$ cat src/rtl/brn_pkg.sv
package brn_pkg;

   localparam logic [2:0] CLS_WIDE   = 3'd5;
   localparam logic [2:0] CLS_NARROW = 3'd6;

   localparam logic [3:0] CC_ALWAYS = 4'h0;
   localparam logic [3:0] CC_EQ     = 4'h1;
   localparam logic [3:0] CC_UGT    = 4'h2;
   localparam logic [3:0] CC_UGE    = 4'h3;
   localparam logic [3:0] CC_SET    = 4'h4;
   localparam logic [3:0] CC_NE     = 4'h5;
   localparam logic [3:0] CC_SGT    = 4'h6;
   localparam logic [3:0] CC_SGE    = 4'h7;
   localparam logic [3:0] CC_CALL   = 4'h8;
   localparam logic [3:0] CC_EXIT   = 4'h9;
   localparam logic [3:0] CC_ULT    = 4'hA;
   localparam logic [3:0] CC_ULE    = 4'hB;
   localparam logic [3:0] CC_SLT    = 4'hC;
   localparam logic [3:0] CC_SLE    = 4'hD;

   typedef struct packed {
      logic       legal;
      logic       is_call;
      logic       is_exit;
      logic       narrow;
      logic       use_reg;
      logic [3:0] code;
   } brn_dec_t;

   typedef struct packed {
      logic eq;
      logic ugt;
      logic ult;
      logic sgt;
      logic slt;
      logic any_set;
   } brn_cmp_t;

endpackage

$ cat src/rtl/brn_decode.sv
module brn_decode
   import brn_pkg::*;
(
   input  logic [7:0] opcode,
   output brn_dec_t   dec
);

   logic [2:0] cls;
   logic       jump_cls;
   logic       code_ok;

   always_comb begin
      cls         = opcode[2:0];
      jump_cls    = (cls == CLS_WIDE) || (cls == CLS_NARROW);
      dec.code    = opcode[7:4];
      dec.use_reg = opcode[3];
      dec.narrow  = (cls == CLS_NARROW);
      unique case (opcode[7:4])
         CC_ALWAYS, CC_EXIT:                 code_ok = !dec.narrow;
         CC_EQ, CC_UGT, CC_UGE, CC_SET,
         CC_NE, CC_SGT, CC_SGE, CC_CALL,
         CC_ULT, CC_ULE, CC_SLT, CC_SLE:     code_ok = 1'b1;
         default:                            code_ok = 1'b0;
      endcase
      dec.legal   = jump_cls && code_ok;
      dec.is_call = dec.legal && (opcode[7:4] == CC_CALL);
      dec.is_exit = dec.legal && (opcode[7:4] == CC_EXIT);
   end

endmodule

$ cat src/rtl/brn_compare.sv
module brn_compare
   import brn_pkg::*;
#(
   parameter int W = 64
)(
   input  logic [W-1:0] lhs,
   input  logic [W-1:0] rhs,
   output brn_cmp_t     res
);

   generate
      if (W < 2) begin : g_bad_width
         $error("brn_compare: W must be at least 2");
      end
   endgenerate

   always_comb begin
      res.eq      = (lhs == rhs);
      res.ugt     = (lhs > rhs);
      res.ult     = (lhs < rhs);
      res.sgt     = ($signed(lhs) > $signed(rhs));
      res.slt     = ($signed(lhs) < $signed(rhs));
      res.any_set = |(lhs & rhs);
   end

   // exactly one ordering relation holds for each interpretation
   always_comb begin
      assert_unsigned_trichotomy_R5: assert ($countones({res.eq, res.ugt, res.ult}) == 1);
      assert_signed_trichotomy_R6:   assert ($countones({res.eq, res.sgt, res.slt}) == 1);
   end

endmodule

$ cat src/rtl/brn_target.sv
module brn_target #(
   parameter int PC_W  = 32,
   parameter int OFF_W = 16
)(
   input  logic [PC_W-1:0]  pc_cur,
   input  logic [OFF_W-1:0] off,
   input  logic             take,
   output logic [PC_W-1:0]  pc_nxt
);

   localparam int EXT_W = PC_W - OFF_W;

   logic [PC_W-1:0] off_ext;
   logic [PC_W-1:0] seq_pc;

   generate
      if (OFF_W > PC_W) begin : g_bad_off
         $error("brn_target: OFF_W must not exceed PC_W");
      end else if (OFF_W == PC_W) begin : g_off_full
         assign off_ext = off;
      end else begin : g_off_sext
         assign off_ext = {{EXT_W{off[OFF_W-1]}}, off};
      end
   endgenerate

   assign seq_pc = pc_cur + PC_W'(1);
   assign pc_nxt = take ? (seq_pc + off_ext) : seq_pc;

endmodule

$ cat src/rtl/brn_eval_unit.sv
module brn_eval_unit
   import brn_pkg::*;
#(
   parameter int XLEN  = 64,
   parameter int LOW_W = 32,
   parameter int IMM_W = 32,
   parameter int OFF_W = 16,
   parameter int PC_W  = 32
)(
   input  logic             clk,
   input  logic             rst_n,
   input  logic             in_valid,
   input  logic [7:0]       opcode,
   input  logic [XLEN-1:0]  dst_val,
   input  logic [XLEN-1:0]  src_val,
   input  logic [IMM_W-1:0] imm,
   input  logic [OFF_W-1:0] offset,
   input  logic [PC_W-1:0]  pc,
   output logic             out_valid,
   output logic             br_taken,
   output logic [PC_W-1:0]  next_pc,
   output logic             call_req,
   output logic             exit_req,
   output logic             illegal_op
);

   localparam int IMM_EXT_W = XLEN - IMM_W;

   generate
      if (LOW_W > XLEN) begin : g_bad_low
         $error("brn_eval_unit: LOW_W must not exceed XLEN");
      end
      if (IMM_W > XLEN) begin : g_bad_imm
         $error("brn_eval_unit: IMM_W must not exceed XLEN");
      end
      if (OFF_W > PC_W) begin : g_bad_off
         $error("brn_eval_unit: OFF_W must not exceed PC_W");
      end
   endgenerate

   brn_dec_t        dec;
   logic [XLEN-1:0] imm_ext;
   logic [XLEN-1:0] rhs_full;
   brn_cmp_t        cmp_w;
   brn_cmp_t        cmp_n;
   brn_cmp_t        cmp_sel;
   logic            cond;
   logic            take_c;
   logic [PC_W-1:0] npc_c;

   brn_decode u_dec (
      .opcode (opcode),
      .dec    (dec)
   );

   generate
      if (IMM_W == XLEN) begin : g_imm_full
         assign imm_ext = imm;
      end else begin : g_imm_sext
         assign imm_ext = {{IMM_EXT_W{imm[IMM_W-1]}}, imm};
      end
   endgenerate

   assign rhs_full = dec.use_reg ? src_val : imm_ext;

   brn_compare #(.W(XLEN)) u_cmp_wide (
      .lhs (dst_val),
      .rhs (rhs_full),
      .res (cmp_w)
   );

   generate
      if (LOW_W < XLEN) begin : g_narrow_cmp
         brn_compare #(.W(LOW_W)) u_cmp_narrow (
            .lhs (dst_val[LOW_W-1:0]),
            .rhs (rhs_full[LOW_W-1:0]),
            .res (cmp_n)
         );
      end else begin : g_narrow_shared
         assign cmp_n = cmp_w;
      end
   endgenerate

   assign cmp_sel = dec.narrow ? cmp_n : cmp_w;

   always_comb begin
      unique case (dec.code)
         CC_ALWAYS: cond = 1'b1;
         CC_EQ:     cond = cmp_sel.eq;
         CC_NE:     cond = !cmp_sel.eq;
         CC_SET:    cond = cmp_sel.any_set;
         CC_UGT:    cond = cmp_sel.ugt;
         CC_UGE:    cond = cmp_sel.ugt || cmp_sel.eq;
         CC_ULT:    cond = cmp_sel.ult;
         CC_ULE:    cond = cmp_sel.ult || cmp_sel.eq;
         CC_SGT:    cond = cmp_sel.sgt;
         CC_SGE:    cond = cmp_sel.sgt || cmp_sel.eq;
         CC_SLT:    cond = cmp_sel.slt;
         CC_SLE:    cond = cmp_sel.slt || cmp_sel.eq;
         default:   cond = 1'b0;
      endcase
      take_c = dec.legal && !dec.is_call && !dec.is_exit && cond;
   end

   brn_target #(.PC_W(PC_W), .OFF_W(OFF_W)) u_tgt (
      .pc_cur (pc),
      .off    (offset),
      .take   (take_c),
      .pc_nxt (npc_c)
   );

   always_ff @(posedge clk or negedge rst_n) begin
      if (!rst_n) begin
         out_valid  <= 1'b0;
         br_taken   <= 1'b0;
         call_req   <= 1'b0;
         exit_req   <= 1'b0;
         illegal_op <= 1'b0;
         next_pc    <= '0;
      end else begin
         out_valid <= in_valid;
         if (in_valid) begin
            br_taken   <= take_c;
            call_req   <= dec.is_call;
            exit_req   <= dec.is_exit;
            illegal_op <= !dec.legal;
            next_pc    <= npc_c;
         end else begin
            br_taken   <= 1'b0;
            call_req   <= 1'b0;
            exit_req   <= 1'b0;
            illegal_op <= 1'b0;
         end
      end
   end

   assert_flags_exclusive_R13: assert property (@(posedge clk) disable iff (!rst_n)
      $onehot0({br_taken, call_req, exit_req, illegal_op}));

   assert_idle_quiet_R2: assert property (@(posedge clk) disable iff (!rst_n)
      !out_valid |-> !(br_taken || call_req || exit_req || illegal_op));

   assert_latency_R2: assert property (@(posedge clk) disable iff (!rst_n)
      in_valid |=> out_valid);

   assert_seq_step_R11: assert property (@(posedge clk) disable iff (!rst_n)
      (out_valid && !br_taken) |-> (next_pc == PC_W'($past(pc) + PC_W'(1))));

   assert_narrow_always_illegal_R8: assert property (@(posedge clk) disable iff (!rst_n)
      (in_valid && opcode[2:0] == CLS_NARROW && opcode[7:4] == CC_ALWAYS) |=> illegal_op);

   assert_narrow_exit_illegal_R10: assert property (@(posedge clk) disable iff (!rst_n)
      (in_valid && opcode[2:0] == CLS_NARROW && opcode[7:4] == CC_EXIT) |=> (illegal_op && !exit_req));

   assert_call_not_taken_R9: assert property (@(posedge clk) disable iff (!rst_n)
      call_req |-> !br_taken);

endmodule

$ cat config.mk
export PLATFORM = sky130hd
export DESIGN_NAME = brn_eval_unit
export DESIGN_NICKNAME = d
export VERILOG_FILES = /design/src/rtl/brn_pkg.sv /design/src/rtl/brn_decode.sv /design/src/rtl/brn_compare.sv /design/src/rtl/brn_target.sv /design/src/rtl/brn_eval_unit.sv
export SDC_FILE = /design/constraint.sdc
export NUM_CORES = 1
export LEC_CHECK = 0
export ABC_AREA = 1
export ABC_CLOCK_PERIOD_IN_PS = 900
export BUFFER_PORTS_ARGS = -buffer_cell sky130_fd_sc_hd__buf_2
export CORE_ASPECT_RATIO = 0.9
export CORE_MARGIN = 4
export CORE_UTILIZATION = 58
export CTS_CLUSTER_DIAMETER = 120
export DETAILED_ROUTE_END_ITERATION = 7
export GPL_ROUTABILITY_DRIVEN = 1
export PLACE_DENSITY = 0.95
export SYNTH_ARGS = -nofsm -noshare
export SYNTH_HDL_FRONTEND = slang
export SYNTH_SLANG_ARGS = --single-unit
$ cat constraint.sdc
create_clock -name clk -period 0.9 [get_ports clk]
set_input_delay 0.27 -clock clk [delete_from_list [all_inputs] [get_ports clk]]
set_output_delay 0.27 -clock clk [all_outputs]
set_load 0.01 [all_outputs]
==> results of run 1 <==
==> stage by stage <==
stage               area, µm²  utilization  setup TNS, ns  worst slack, ns
floorplan                8402            -         -66.22           -2.349
global placement        11550       0.8613         -81.40           -2.677
detailed placement      11550       0.8613         -88.22           -3.091
==> Yosys cell counts (all sizes together) <==
cell	number
clkbuf	14
o21ai	66
nor3	14
ha	160
a21boi	1
nor2	107
inv	171
o2111ai	2
xnor2	14
clkinv	2
nor3b	1
nand3	73
a31o	1
buf	15
nor4	7
xor2	34
a31oi	8
dlygate4sd1	1
a22oi	1
o31ai	1
nand3b	21
a211oi	1
nand4	16
a221oi	2
dfrtp	37
and3	4
nand2	304
o21a	5
or2	34
a21oi	99
o21bai	2
fa	1
a21o	6
==> cells by family after synthesis <==
group / share of synthesized area
flip-flops: 0.1162
XOR/XNOR: 0.05278
AND/OR/NAND/NOR: 0.3358
buffers and inverters: 0.1078
adder cells (fa/ha/maj): 0.2538
AO/OA/AOI/OAI: 0.1335
==> impl_metrics.py, run 1 <==
metrics = {
    "outcome": {
        "outcome": "did not finish",
        "haltStage": "4_1_cts",
        "tool.error": "[ERROR DPL-0033] detailed placement checks failed during check placement.",
    },
    "clock_network": {
        "clockBufferDepth": 2,
        "clock-root-buffer": "clkbuf_16",
        "cts_hold_buf": 1,
        "htree_num_levels": 2,
        "cts_setup_buffers": 74,
        "clock-sinks": 37,
        "cts_buffers": 5,
        "cts_resized": 224,
    },
    "floorplanning": {
        "die_y_um": 119.2,
        "initial_core_util": 0.5938,
        "boundaryPins": 256,
        "num_rows": 40,
        "chipWidth_um": 131.5,
    },
    "logic_synthesis": {
        "ys.warnings.count": 0,
        "synth_top_area_cell": "ha_1",
        "syn_avg_cell_area_um2": 6.502,
        "synth.cell_area_mm2": 0.007965,
        "ys_seq_area_frac": 0.1162,
        "syn_inst": 1225,
        "synth_cell_types": 51,
        "ys_ff_latch": 37,
        "synth.area.top_cells": "ha_1 (25%), nand2_1 (13%), dfrtp_1 (12%), inv_1 (8.0%), a21oi_1 (6.2%)",
        "yosys.area.top_type_share": 0.2513,
        "synth_fp_nets": 1605,
    },
    "placed_design": {
        "place_congestion": 1.012,
        "hpwl_um": 25790,
        "portBuffers": 255,
        "place_inst": 1862,
    },
}
==> inputs of run 2 (changes only) <==
CORE_ASPECT_RATIO = unset   (was 0.9)
CORE_UTILIZATION = 40   (was 58)
CTS_CLUSTER_DIAMETER = unset   (was 120)
PLACE_DENSITY = unset   (was 0.95)
PLACE_DENSITY_LB_ADDON = 0.15   (was unset)
==> impl_metrics.py, run 2 <==
metrics = {
    "route": {
        "wl_met3_um": 1753,
        "wl_met1_um": 13470,
        "vias": 10310,
        "top_layer_used": "met4",
        "vias_per_cell": 4.944,
        "drc": 0,
        "wire_per_inst_um": 15.43,
        "dr.pass1.iters": 5,
        "wl_um": 32180,
        "drt_iter0_markers": 403,
        "wl_met2_um": 16420,
        "antenna_left": 0,
    },
    "timing": {
        "fmax_mhz": 312.6,
        "hold_viol_final": 0,
        "setup_slack_ns": -2.299,
        "worst_pin_slew_ns": 0.4481,
        "maxSlewHeadroom": 0.7013,
        "finalMaxSlewViolations": 0,
        "period_share": 3.554,
        "rsz0062_at_grt": "yes",
        "setup_violations": 73,
        "finClkSkew_ns": 0,
        "timing.final.crit_period_ns": 3.199,
    },
    "placed_design": {
        "placed_area_mm2": 0.01186,
        "place_congestion": 0.8986,
        "hpwl_um": 22660,
        "portBuffers": 255,
    },
    "worst_setup_path": {
        "r2r-end": "next_pc[30]$_DFFE_PN0P_",
        "crit_required_ns": 1.08,
        "rrSetupSlack_ns": 0.08,
        "critical_path.max_stage_delay_ns": 0.30,
        "slowest_stage": "ha_4",
        "start_kind": "input port",
        "reg2reg_from": "next_pc[30]$_DFFE_PN0P_",
        "critical_path_class": "in2reg",
        "critical_path.most_common_cell": "nand2_1",
        "rr_worst_depth": 4,
        "end_kind": "flip-flop",
        "arrival_ns": 3.38,
        "cp_max_fo": 4,
    },
    "clock_network": {
        "clock-sinks": 37,
        "cts_tree": "yes",
        "clockBufferDepth": 2,
        "clock_latency_ns": 0.29,
        "cts_buffers": 5,
        "htree_num_levels": 2,
        "clock-root-buffer": "clkbuf_16",
        "clk_pin_slew_worst_paths_ns": 0.06,
    },
    "logic_synthesis": {
        "syn_inst": 1225,
        "synth_edf_count": 0,
        "synth.area.top_cells": "ha_1 (25%), nand2_1 (13%), dfrtp_1 (12%), inv_1 (8.0%), a21oi_1 (6.2%)",
        "ys_async_sr_fraction": 1.000,
        "synth.cell_area_mm2": 0.007965,
        "synth-main-ff-cell": "dfrtp_1",
        "syn_avg_cell_area_um2": 6.502,
        "synth_top_area_cell": "ha_1",
        "synth_most_common_cell": "nand2_1",
        "ys.warnings.count": 0,
        "synth_commonest_cells": "nand2_1 (278), inv_1 (169), ha_1 (160), a21oi_1 (98), nor2_1 (96)",
        "yosys.area.top_type_share": 0.2513,
        "ys_seq_area_frac": 0.1162,
        "synth_fp_nets": 1605,
        "ys_ff_latch": 37,
        "synth_cell_types": 51,
    },
    "global_routing": {
        "grt_max_degree": 38,
        "grt_pass1_wl_um": 47310,
        "grt.total_usage": 0.2583,
        "antenna_found_initial": 2,
        "grt-ovfl-total": 0,
        "grt_pass1_vias": 10120,
    },
    "finish": {
        "largest_reg_flops": 32,
        "fin_nets": 2197,
        "area_growth_pct": 89.21,
        "postLayoutCellArea_mm2": 0.01507,
        "largest_register": "next_pc",
        "layout_commonest_cell": "buf_4",
        "drive_gt1_frac": 0.5649,
        "layout_common_cells": "buf_4 (299), buf_2 (233), nand2_1 (214)",
    },
    "floorplanning": {
        "num_rows": 51,
        "fp.dieArea_mm2": 0.02223,
        "initial_core_util": 0.4079,
        "die_y_um": 149.1,
        "boundaryPins": 256,
        "chipWidth_um": 149.1,
        "coreArea_mm2": 0.01953,
    },
    "power_and_ir_drop": {
        "finalPower_w": 0.01260,
        "peakVddDrop_mv": 0.7733,
        "p_leak_nw": 7.847,
        "power_density_mw_per_mm2": 836.0,
    },
    "hold_path": {
        "hp-start": "in_valid",
        "hold_path.class": "in2reg",
        "hold_path_end": "out_valid$_DFF_PN0_",
        "whs_path_depth": 2,
    },
    "outcome": {
        "outcome": "complete, but fails checks",
        "violations": "setup timing",
    },
    "flow_run": {
        "maxCapViolCount": 0,
    },
}
run 2: critical path, delay by kind of cell:
kind                     cells  cell delay, ns
AO/OA/AOI/OAI                1            0.09
adder cells (fa/ha/maj)      2            0.44
XOR/XNOR                     1            0.19
buffers and inverters        4            0.27
AND/OR/NAND/NOR             22            2.13
run 2: how the worst max path moves through the flow:
| stage | startpoint | depth (start not counted) | to | slack (ns) |
|---|---|---|---|---|
| after floorplan | pc[0] | 26 | next_pc[30]$_DFFE_PN0P_ | -2.35 |
| after global placement | pc[0] | 27 | next_pc[30]$_DFFE_PN0P_ | -2.74 |
| after detailed placement | pc[0] | 30 | next_pc[31]$_DFFE_PN0P_ | -2.83 |
| after CTS | pc[0] | 24 | next_pc[30]$_DFFE_PN0P_ | -2.35 |
| after global routing | pc[1] | 30 | next_pc[31]$_DFFE_PN0P_ | -2.59 |
| final | pc[1] | 30 | next_pc[31]$_DFFE_PN0P_ | -2.30 |
run 2: kinds of logic after synthesis:
| logic type | after synthesis | synth area share |
|---|---|---|
| AO/OA/AOI/OAI | 195 | 0.1335 |
| XOR/XNOR | 48 | 0.05278 |
| adder cells (fa/ha/maj) | 161 | 0.2538 |
| buffers and inverters | 203 | 0.1078 |
| flip-flops | 37 | 0.1162 |
| AND/OR/NAND/NOR | 581 | 0.3358 |
run 2: cell type report:
type / instances / area [µm²]
Inverter: 173 / 686.9
Timing Repair Buffer: 612 / 4686
Antenna cell: 2 / 5.005
Clock inverter: 2 / 37.54
Sequential cell: 37 / 925.9
Multi-Input combinational cell: 985 / 8218
Timing Repair inverter: 3 / 41.29
Tap cell: 265 / 331.6
Clock buffer: 6 / 138.9
Fill cell: 1424 / 4456
run 2: through the flow:
| step | hold WS [ns] | setup TNS, ns | instances | setup slack (ns) | util |
|---|---|---|---|---|---|
| 3_3_place_gp | 0.2523 | -84.76 | 1984 | -2.744 | 0.6075 |
| 6_report | 0.3984 | -76.29 | 2085 | -2.299 | 0.7718 |
| 4_1_cts | 0.3848 | -75.58 | 2062 | -2.349 | 0.7079 |
| 2_1_floorplan | -0.02559 | -66.22 | 1225 | -2.349 | - |
| 5_1_grt | 0.4026 | -84.00 | 2085 | -2.591 | 0.7718 |
| 3_5_place_dp | 0.2556 | -84.93 | 1984 | -2.834 | 0.6075 |
run 2: per-layer routing:
layer,vias to the layer above,global-route usage
met5,-,0
met4,0,0.03616
met3,49,0.03707
met2,298,0.4761
met1,4790,0.3262
li1,5171,-
run 2: where the power goes:
group | internal [W] | switching (W)
logic | 0.00428 | 0.00414
clock network | 0.00139 | 0.000821
registers | 0.00184 | 0.000133
total | 0.00750 | 0.00510
run 2: timing repair:
action,4_1_cts,5_1_grt
gates cloned,12,7
hold buffers,1,0
setup buffers,57,18
pin swaps,135,126
endpoints found under the hold margin,37,0
resized for setup,267,217
setup endpoints to repair,73,73
(Power assumes the default switching activity.)
==> inputs of run 3 (changes only) <==
PLACE_DENSITY = 0.62   (was unset)
PLACE_DENSITY_LB_ADDON = unset   (was 0.15)
==> impl_metrics.py, run 3 (same netlist as run 2, synthesis figures left out) <==
metrics = {
    "outcome": {
        "outcome": "complete, but fails checks",
        "violations": "setup timing",
    },
    "route": {
        "drc": 0,
        "dr.pass1.iters": 5,
        "vias_per_cell": 4.852,
        "vias": 9976,
        "wire_per_inst_um": 14.68,
        "wl_um": 30170,
        "drt_iter0_markers": 293,
        "antenna_left": 0,
    },
    "finish": {
        "largest_register": "next_pc",
        "drive_gt1_frac": 0.5212,
        "postLayoutCoreUtil": 0.7327,
        "regArea_um2": 925.9,
        "layout_common_cells": "buf_4 (286), buf_2 (234), nand2_1 (231)",
        "area_growth_pct": 79.61,
        "postLayoutCellArea_mm2": 0.01431,
        "fillCellCount": 1604,
        "fin_nets": 2169,
        "largest_reg_flops": 32,
        "layout_commonest_cell": "buf_4",
        "multi_input_area_mm2": 0.007830,
    },
    "worst_setup_path": {
        "critical_path.max_stage_delay_ns": 0.27,
        "reg2reg_from": "next_pc[26]$_DFFE_PN0P_",
        "arrival_ns": 3.45,
        "critical_path.most_common_cell": "nor2_4",
        "start_kind": "input port",
        "cp_max_fo": 4,
        "end_kind": "flip-flop",
        "crit_required_ns": 1.09,
        "critical_path_class": "in2reg",
        "r2r-end": "next_pc[26]$_DFFE_PN0P_",
        "path_buf_inv": 3,
        "cp_top_family": "simple AND/OR/NAND/NOR gates",
        "rrSetupSlack_ns": 0.04,
        "slowest_stage": "ha_4",
        "rr_worst_depth": 4,
    },
    "floorplanning": {
        "die_y_um": 149.1,
        "chipWidth_um": 149.1,
        "fp.dieArea_mm2": 0.02223,
        "initial_core_util": 0.4079,
        "boundaryPins": 256,
        "num_rows": 51,
        "coreArea_mm2": 0.01953,
    },
    "power_and_ir_drop": {
        "p_leak_nw": 7.585,
        "peakVddDrop_mv": 0.7814,
        "power_density_mw_per_mm2": 819.5,
    },
    "placed_design": {
        "placed_area_mm2": 0.01179,
        "place_congestion": 0.9115,
        "portBuffers": 255,
        "hpwl_um": 22820,
    },
    "flow_run": {
        "maxCapViolCount": 0,
    },
    "timing": {
        "rsz0062_at_grt": "yes",
        "timing.final.crit_period_ns": 3.261,
        "finalMaxSlewViolations": 0,
        "maxSlewHeadroom": 0.7161,
        "setup_slack_ns": -2.361,
        "hold_viol_final": 0,
        "period_share": 3.623,
        "worst_pin_slew_ns": 0.4214,
        "finClkSkew_ns": 0,
        "setup_violations": 73,
        "fmax_mhz": 306.7,
    },
    "global_routing": {
        "grt_pass1_vias": 10100,
        "grt_max_degree": 38,
        "busiest_layer": "met2",
        "grt_util_met1": 0.3145,
        "grt.total_usage": 0.2562,
        "antenna_found_initial": 1,
        "use_met2": 0.4725,
        "gr-usage-met3": 0.03920,
        "grt_pass1_wl_um": 47080,
        "grt-ovfl-total": 0,
    },
    "hold_path": {
        "hold_path.class": "in2reg",
        "whs_path_depth": 5,
        "hold_path_end": "next_pc[0]$_DFFE_PN0P_",
        "hp-start": "pc[0]",
    },
    "clock_network": {
        "clockBufferDepth": 2,
        "clk_pin_slew_worst_paths_ns": 0.07,
        "htree_num_levels": 2,
        "clock_latency_ns": 0.29,
        "cts_tree": "yes",
        "clock-sinks": 37,
        "clock-root-buffer": "clkbuf_16",
        "cts_buffers": 5,
    },
}
[run 3: per-layer routing]
layer  routed length [µm]  share of wire
met1                12500           0.41
met2                15390           0.51
met3                 1554          0.052
met4                  732          0.024
met5                    0              0
[run 3: worst max-delay path by stage]
stage | start | to | slack [ns] | depth (start not counted)
4_1_cts | pc[1] | next_pc[31]$_DFFE_PN0P_ | -2.27 | 30
3_3_place_gp | pc[0] | next_pc[31]$_DFFE_PN0P_ | -2.79 | 30
3_5_place_dp | pc[0] | next_pc[31]$_DFFE_PN0P_ | -2.88 | 30
5_1_grt | pc[0] | next_pc[30]$_DFFE_PN0P_ | -2.62 | 26
6_report | pc[1] | next_pc[30]$_DFFE_PN0P_ | -2.36 | 26
2_1_floorplan | pc[0] | next_pc[30]$_DFFE_PN0P_ | -2.35 | 26
[run 3: area by class of cell]
type / instances / share of cell area
Antenna cell: 1 / 0.0001749
Clock buffer: 6 / 0.009008
Clock inverter: 2 / 0.002711
Inverter: 173 / 0.04828
Multi-Input combinational cell: 986 / 0.5473
Sequential cell: 37 / 0.06472
Tap cell: 265 / 0.02318
Timing Repair Buffer: 584 / 0.3036
Timing Repair inverter: 2 / 0.001050
[run 3: stage by stage]
stage	hold WS (ns)	TNS [ns]	cells	power (W)	worst slack, ns
global placement	0.2532	-83.67	1970	0.007799	-2.790
finish	0.3400	-77.38	2056	0.01172	-2.361
detailed placement	0.2576	-85.31	1970	0.007874	-2.875
global route	0.3597	-84.40	2056	0.01257	-2.618
floorplan	-0.02559	-66.22	1225	0.005171	-2.349
CTS	0.3437	-73.15	2034	0.01117	-2.272
[run 3: what timing repair did]
| action | 4_1_cts | 5_1_grt |
|---|---|---|
| endpoints found under the hold margin | 37 | 0 |
| buffers inserted | 45 | 21 |
| cloned | 10 | 1 |
| setup endpoints to repair | 73 | 73 |
| hold buffers | 1 | 0 |
| resized for setup | 244 | 121 |
| pin swaps | 97 | 66 |
[run 3: power by group]
group	switching, W	total, W	internal [W]
sequential	0.000125	0.00196	0.00184
clock	0.000783	0.00210	0.00132
combinational	0.00379	0.00766	0.00387
total	0.00470	0.0117	0.00703
[run 3: tightest hold or removal path, cell delays in order]
cell and delay (ns):
buf_8 0.08, buf_4 0.10, nand2_2 0.05, nand3_2 0.05, nand2_1 0.04
